File: config.mk
export PLATFORM = sky130hd
export DESIGN_NAME = frm_sync_gen
export DESIGN_NICKNAME = d
export VERILOG_FILES = /design/src/rtl/frm_sync_pkg.sv /design/src/rtl/frm_word_ctr.sv /design/src/rtl/frm_sync_det.sv /design/src/rtl/frm_pin_drv.sv /design/src/rtl/frm_sync_gen.sv
export SDC_FILE = /design/constraint.sdc
export NUM_CORES = 1
export LEC_CHECK = 0
export ABC_AREA = 1
export BUFFER_PORTS_ARGS = -buffer_cell sky130_fd_sc_hd__clkbuf_2
export CAP_MARGIN = 20
export CORE_MARGIN = 2
export CORE_UTILIZATION = 52
export DETAILED_ROUTE_END_ITERATION = 8
export PLACE_DENSITY = 0.76
export SLEW_MARGIN = 25
export SYNTH_ARGS = -nofsm -noshare
export SYNTH_HDL_FRONTEND = slang
export SYNTH_HIERARCHICAL = 1
export SYNTH_SLANG_ARGS = --single-unit
File: constraint.sdc
create_clock -name clk_i -period 1.4 [get_ports clk_i]
set_input_delay 0.28 -clock clk_i [delete_from_list [all_inputs] [get_ports clk_i]]
set_output_delay 0.28 -clock clk_i [all_outputs]
set_load 0.02 [all_outputs]
File: src/rtl/frm_sync_pkg.sv
package frm_sync_pkg;
  typedef enum logic [1:0] {
    PIN_IDLE     = 2'd0,
    PIN_SYNC_OUT = 2'd1,
    PIN_SEL_OUT  = 2'd2,
    PIN_SYNC_IN  = 2'd3
  } pin_role_e;

  function automatic pin_role_e role_of(logic frm_en, logic client, logic sel_en);
    if (!frm_en)     return PIN_IDLE;
    else if (client) return PIN_SYNC_IN;
    else if (sel_en) return PIN_SEL_OUT;
    else             return PIN_SYNC_OUT;
  endfunction
endpackage

File: src/rtl/frm_word_ctr.sv
module frm_word_ctr #(
  parameter int CODE_W = 3,
  parameter int MAX_LOG = 5,
  parameter int CNT_W = 5
) (
  input  logic              clk_i,
  input  logic              rst_ni,
  input  logic              en_i,
  input  logic              clr_i,
  input  logic              word_tick_i,
  input  logic              bit_tick_i,
  input  logic [CODE_W-1:0] code_i,
  output logic [CNT_W-1:0]  cnt_o,
  output logic              no_bit_o
);
  localparam logic [CODE_W-1:0] MAX_CODE = CODE_W'(MAX_LOG);

  logic [CNT_W-1:0] cnt_q, last;
  logic [CNT_W:0]   span;
  logic             seen_q;

  // reserved codes fold onto one word per frame
  always_comb begin
    span = ({{CNT_W{1'b0}}, 1'b1} << code_i) - 1'b1;
    last = (code_i > MAX_CODE) ? '0 : span[CNT_W-1:0];
  end

  always_ff @(posedge clk_i or negedge rst_ni) begin
    if (!rst_ni) begin
      cnt_q  <= '0;
      seen_q <= 1'b0;
    end else if (!en_i || clr_i) begin
      cnt_q  <= '0;
      seen_q <= 1'b0;
    end else if (word_tick_i) begin
      cnt_q  <= (cnt_q >= last) ? '0 : cnt_q + 1'b1;
      seen_q <= 1'b0;
    end else if (bit_tick_i) begin
      seen_q <= 1'b1;
    end
  end

  assign cnt_o    = cnt_q;
  assign no_bit_o = ~seen_q;
endmodule

File: src/rtl/frm_sync_det.sv
module frm_sync_det (
  input  logic clk_i,
  input  logic rst_ni,
  input  logic en_i,
  input  logic pol_i,
  input  logic sync_i,
  output logic edge_o,
  output logic start_o
);
  logic act, prev_q, start_q;

  assign act    = pol_i ? sync_i : ~sync_i;
  assign edge_o = act & ~prev_q;

  always_ff @(posedge clk_i or negedge rst_ni) begin
    if (!rst_ni) begin
      prev_q  <= 1'b0;
      start_q <= 1'b0;
    end else begin
      prev_q  <= act;
      start_q <= en_i & edge_o;
    end
  end

  assign start_o = start_q;
endmodule

File: src/rtl/frm_pin_drv.sv
module frm_pin_drv
  import frm_sync_pkg::*;
(
  input  pin_role_e role_i,
  input  logic      pol_i,
  input  logic      pulse_i,
  input  logic      busy_i,
  output logic      pin_o,
  output logic      oe_o
);
  logic lvl;

  always_comb begin
    unique case (role_i)
      PIN_SYNC_OUT: begin lvl = pulse_i; oe_o = 1'b1; end
      PIN_SEL_OUT:  begin lvl = busy_i;  oe_o = 1'b1; end
      default:      begin lvl = 1'b0;    oe_o = 1'b0; end
    endcase
    pin_o = pol_i ? lvl : ~lvl;
  end
endmodule

File: src/rtl/frm_sync_gen.sv
module frm_sync_gen
  import frm_sync_pkg::*;
#(
  parameter int CODE_W = 3,
  parameter int MAX_LOG = 5
) (
  input  logic              clk_i,
  input  logic              rst_ni,
  input  logic              frm_en_i,
  input  logic              client_i,
  input  logic              sel_en_i,
  input  logic              pol_i,
  input  logic              pw_word_i,
  input  logic [CODE_W-1:0] frm_code_i,
  input  logic              bit_tick_i,
  input  logic              word_tick_i,
  input  logic              busy_i,
  input  logic              sync_i,
  output logic              pin_o,
  output logic              pin_oe_o,
  output logic              frame_start_o
);
  localparam int CNT_W = (MAX_LOG < 1) ? 1 : MAX_LOG;

  pin_role_e        role;
  logic [CNT_W-1:0] cnt_q;
  logic             no_bit, sync_edge, is_client, pulse;

  assign role      = role_of(frm_en_i, client_i, sel_en_i);
  assign is_client = (role == PIN_SYNC_IN);

  frm_word_ctr #(.CODE_W(CODE_W), .MAX_LOG(MAX_LOG), .CNT_W(CNT_W)) u_ctr (
    .clk_i       (clk_i),
    .rst_ni      (rst_ni),
    .en_i        (frm_en_i),
    .clr_i       (is_client & sync_edge),
    .word_tick_i (word_tick_i),
    .bit_tick_i  (bit_tick_i),
    .code_i      (frm_code_i),
    .cnt_o       (cnt_q),
    .no_bit_o    (no_bit)
  );

  frm_sync_det u_det (
    .clk_i   (clk_i),
    .rst_ni  (rst_ni),
    .en_i    (is_client),
    .pol_i   (pol_i),
    .sync_i  (sync_i),
    .edge_o  (sync_edge),
    .start_o (frame_start_o)
  );

  assign pulse = (cnt_q == '0) & (pw_word_i | no_bit);

  frm_pin_drv u_drv (
    .role_i  (role),
    .pol_i   (pol_i),
    .pulse_i (pulse),
    .busy_i  (busy_i),
    .pin_o   (pin_o),
    .oe_o    (pin_oe_o)
  );
endmodule

# [Word-level counts from Yosys, hierarchy flattened]
# Cells that the tools add are included.
# W data, S select, Z words.
[totals] out_inout_bits=3 input_bits=14 elab_cells=40 reg_bits=8
[classes] n_eq_ne=3 addsub=2 order_cmp=2 n_mux=14 reduce_logical=6 shift=1 bitwise_logic=8
[ops] operator="$mux W5" n=4
[ops] operator="$mux W1" n=6
[ops] operator="$mux W2" n=3
[ops] operator="$add A5 B1 Y5 const B" n=1
[ops] operator="$ge A5 B5 Y1" n=1
[ops] operator="$logic_not A5 Y1" n=1
[ops] operator="$shl A1 B3 Y5 const A" n=1
[ops] operator="$sub A5 B1 Y5 const B" n=1
[ops] operator="$eq A2 B2 Y1 const B" n=2
[ops] operator="$not A1 Y1" n=4
[ops] operator="$and A1 B1 Y1" n=3
[ops] operator="$gt A3 B3 Y1 const B" n=1
[ops] operator="$reduce_bool A3 Y1" n=1
[ops] operator="$eq A2 B1 Y1 const B" n=1
[ops] operator="$pmux W1 S2" n=1
[ops] operator="$reduce_bool A2 Y1" n=1
[ops] operator="$reduce_or A2 Y1" n=1
[ops] operator="$logic_not A1 Y1" n=1
[ops] operator="$logic_or A1 B1 Y1" n=1
[ops] operator="$or A1 B1 Y1" n=1

# [Longest topological paths before layout]
[depth] word_depth=7 mapped_depth=14 ltp_nobuf=14

# [Hierarchy]
# Netlist, hierarchy kept.
[modules_own_cells] mod="frm_word_ctr" area_each_um2=546.8 cells_per_inst=85 seq_area_each_um2=150.1 instances=1
[modules_own_cells] mod="frm_sync_det" area_each_um2=103.8 cells_per_inst=14 seq_area_each_um2=50.0 instances=1
[modules_own_cells] mod="frm_sync_gen" area_each_um2=73.8 cells_per_inst=17 seq_area_each_um2=0.0 instances=1
[modules_own_cells] mod="frm_pin_drv" area_each_um2=67.6 cells_per_inst=13 seq_area_each_um2=0.0 instances=1

# [Worst setup path after synthesis]
# Ideal clock, no wire load.
[synth_timing] kind="input-to-reg" from="input frm_code_i[1]" to="register u_ctr.cnt_q[3] (netlist: u_ctr/cnt_o[3])" cell_stages=12 setup_ns=0.116 required_time_ns=1.284 path_buffers=0 path_slack_ns=-0.359 arrival_ns=1.643 path_cell_list="nor2_1 nand2_1 ha_1 or2_2 ha_1 nand2_1 nor2_1 nand2_1 nand3_1 inv_1 nand2_1 nand2_1"
[synth_via] elab_chain_cells=7 word_cells_on_any_way=8 classes_between="add/sub (1); order compare (2); shift (1); mux (4)"
[synth_rtl] element="start: declaration" line_no="frm_sync_gen.sv:14" text="input logic [CODE_W-1:0] frm_code_i,"
[synth_rtl] element="$shl A1 B3 Y5" line_no="frm_word_ctr.sv:24" text="span = ({{CNT_W{1'b0}}, 1'b1} << code_i) - 1'b1;"
[synth_rtl] element="$sub A5 B1 Y5" line_no="frm_word_ctr.sv:24"
[synth_rtl] element="$mux W5 (*)" line_no="frm_word_ctr.sv:25" text="last = (code_i > MAX_CODE) ? '0 : span[CNT_W-1:0];"
[synth_rtl] element="$ge A5 B5 Y1 (*)" line_no="frm_word_ctr.sv:36" text="cnt_q <= (cnt_q >= last) ? '0 : cnt_q + 1'b1;"
[synth_rtl] element="$mux W5 (*)" line_no="frm_word_ctr.sv:36"
[synth_rtl] element="$mux W5 (*)" line_no="frm_word_ctr.sv:35" text="end else if (word_tick_i) begin"
[synth_rtl] element="$mux W5 (*)" line_no="frm_word_ctr.sv:32" text="end else if (!en_i || clr_i) begin"
[synth_rtl] element="end signal: assignment" line_no="frm_word_ctr.sv:36"
[synth_rtl] element="end: declaration" line_no="frm_word_ctr.sv:18" text="logic [CNT_W-1:0] cnt_q, last;"
# Every way passes the cells marked *; elsewhere a longest branch is shown, timed or not. The select of a mux whose other input is x is not followed.
# A chain may end at the register's enable or synchronous reset.

# [Worst setup path in the final report]
[layout_timing] from="register u_ctr.cnt_q[0] (netlist: u_ctr/cnt_o[0])" to="output pin_o"
[layout_via] elab_chain_cells=5
[layout_rtl] element="$logic_not A5 Y1 (*)" line_no="frm_sync_gen.sv:54" text="assign pulse = (cnt_q == '0) & (pw_word_i | no_bit);"
[layout_rtl] element="$and A1 B1 Y1 (*)" line_no="frm_sync_gen.sv:54"
[layout_rtl] element="named net pulse" line_no="frm_sync_gen.sv:27" text="logic no_bit, sync_edge, is_client, pulse;"
[layout_rtl] element="$pmux W1 S2 (*)" line_no="frm_pin_drv.sv:14" text="unique case (role_i)"
[layout_rtl] element="$not A1 Y1" line_no="frm_pin_drv.sv:19" text="pin_o = pol_i ? lvl : ~lvl;"
[layout_rtl] element="$mux W1 (*)" line_no="frm_pin_drv.sv:19"
[layout_rtl] element="end: declaration" line_no="frm_sync_gen.sv:19" text="output logic pin_o,"
# The timed path passes the listed nets; every way through them passes the cells marked *.

==> metrics <==
drt pass-1 iters=4; fin crit share=1.24; gpl congestion=approximately 0.77; number of buffers inserted by port buffering=16; footprint of the multi-input gates=around 630 um2; DR vias=roughly 990; syn_nets=~150; largest net degree at the start of global routing=10; Tot Pwr=around 850 uW; Cell Area, Synth=between 700 and 800 um2; most common cell after layout, fill and taps aside=nand2_1; ANT cells=0; vias in the first global route=871; fill count=70; unrepaired setup endpoints after global routing=true; FF+latch count, synth=8; first-pass GRT wire length=3.30 mm; total negative slack=-1.39 ns; GRT Total Usage=0.240; Finished Layout Cells=around 180; Cell Rows=14; CP bufs+invs=1; worst-path fanout max=2; final setup vio count=7; clock transition at the registers of the reported paths=0.05 ns; sequential area share after synthesis=0.253; Avg WL per Cell=between 15 and 20 um; Antenna Nets Post-Route=0; area share of the largest cell type after synthesis=0.253; hpwl dp=between 1 and 1.5 mm; Top Family by Delay on Critical Path=simple AND/OR/NAND/NOR gates; Placed Cells=174; Area Overhead vs Synth=66.5%; failing checks=negative setup slack; TritonCTS clock tree=done; slack of the critical path=-0.335 ns; Remaining DRCs=0; grt ovf=0; most frequent cells in the layout=nand2_1, inv_1, buf_4, clkbuf_2, dfrtp_1; Slowest-stage cell, CP=dfrtp_1; layout cell share with drive strength beyond 1=0.500; max cap viols=0; Req. time, crit path=between 1 and 1.5 ns; Post-Synthesis Cells=between 100 and 150; CTS buffer count=3; die area=approximately 0.0019 mm2; Cell variety after synth=17; top cell type by total area after synthesis=dfrtp_1; Critical Path, Cell by Cell=nor2_2, nand2_1, nor2_2, nand2_1, nand2_1, nand2_1, nand2_1, nand2_2, buf_8; antenna violations before repair=0; I/O pins=17; CP endpoint kind=primary output; final hold vios=0; r2r setup slk=-0.17 ns; vias per cell=~5.4; core area=approximately 0.0015 mm2; CP Class=reg -> out; DRT iter0 DRCs=30; Worst VDD drop=~0.4 mV; clk sinks=8; Skew-Pair Late Insertion Delay=roughly 0.26 ns; power density cells=between 600 and 700 mW/mm2; clk_skew=0.00166 ns; final WL=just over 3 mm; nets=193; worst path arrival time=~1.5 ns; Root Driver=clkbuf_4; worst-margin pin slew=~0.21 ns; Yosys warnings=6; CTS max path bufs=2; Worst slew margin=0.861; total number of H-tree levels=1; cell mode on critical path=nand2_1; Tmin final=around 1.7 ns; Die Wd=between 40 and 50 um; Max Clock Freq=just under 600 MHz; Chip Height=between 40 and 50 um; initial core utilization=0.538; Hold Path Class=in -> reg; run status=finished, violations left; leak pwr=about 0.74 nW; Worst setup SP type=flop; Largest stage delay, worst path=~0.40 ns; Sequential Area=roughly 200 um2; syn_area_per_cell=between 6 and 7 um2; synth top area cells=dfrtp_1, nand2_1, inv_1; Max Slew Vio Count=0
-- path summary, 6_finish.rpt --
path | endpoint | depth (start not counted) | start
max | pin_o | 9 | u_ctr/cnt_o[0]
min | u_ctr/seen_q | 3 | bit_tick_i
max reg2reg | u_ctr/cnt_o[2] | 9 | u_ctr/cnt_o[0]
min reg2reg | u_ctr/seen_q | 2 | u_ctr/seen_q
max in group asynchronous | u_det/start_o | 2 | rst_ni
min in group asynchronous | u_ctr/cnt_o[4] | 2 | rst_ni
-- cell families (layout without fill, tap and decap cells) --
group                    Yosys count  in the layout  synth area share
buffers and inverters             35             74             0.166
AO/OA/AOI/OAI                     11             11            0.0758
flip-flops                         8              8             0.253
AND/OR/NAND/NOR                   66             66             0.363
adder cells (fa/ha/maj)            9              9             0.142
-- flip-flops by register name, summed over array words and instances (netlist names) --
name / count
u_det/start_o: 1
u_ctr/cnt_o: 5
u_det/prev_q: 1
u_ctr/seen_q: 1
-- worst min-delay path: cells and delay by family --
family	cells	cell delay [ns]
simple gates	2	0.11
buf+inv	1	0.07
-- stage by stage --
step	hold WS (ns)	area, um2	util	setup WS, ns
after floorplan	-0.0156	827	-	-0.243
after global placement	0.130	1020	0.696	-0.470
after detailed placement	0.133	1020	0.696	-0.532
after CTS	0.258	1170	0.798	-0.284
after global routing	0.261	1320	0.896	-0.388
final	0.257	1320	0.896	-0.335
-- report_power, final --
group	internal [mW]	total, mW	switching (mW)
clock	0.0980	0.175	0.0775
combinational	0.196	0.421	0.225
sequential	0.243	0.250	0.00689
-- Yosys cell counts, drive strengths merged --
master and number:
a21oi 5, nor2 11, dfrtp 8, o21ai 5
ha 9, or2 1, inv 35, nand2 42
nand4 2, o22ai 1, nand3 10
-- per-layer routing --
| layer | vias up | track usage | routed length [um] |
|---|---|---|---|
| li1 | 469 | - | - |
| met1 | 454 | 0.237 | 1140 |
| met2 | 50 | 0.448 | 1550 |
| met3 | 19 | 0.0298 | 178 |
| met4 | 0 | 0.170 | 157 |
| met5 | - | 0 | 0 |
-- timing repair --
| item | in CTS | in global routing |
|---|---|---|
| hold endpoints to repair | 8 | 0 |
| pin swaps | 14 | 16 |
| setup endpoints to repair | 7 | 7 |
| hold buffers | 1 | 0 |
| buffers inserted | 4 | 3 |
| gates resized for setup | 19 | 41 |
-- final cells by class --
cell class,instances,share of cell area
sequential,8,0.152
clock buffer,3,0.0171
tap,16,0.0152
multi-input combinational,86,0.480
timing repair buffer,36,0.227
inverter,35,0.109
(Power assumes the default switching activity.)
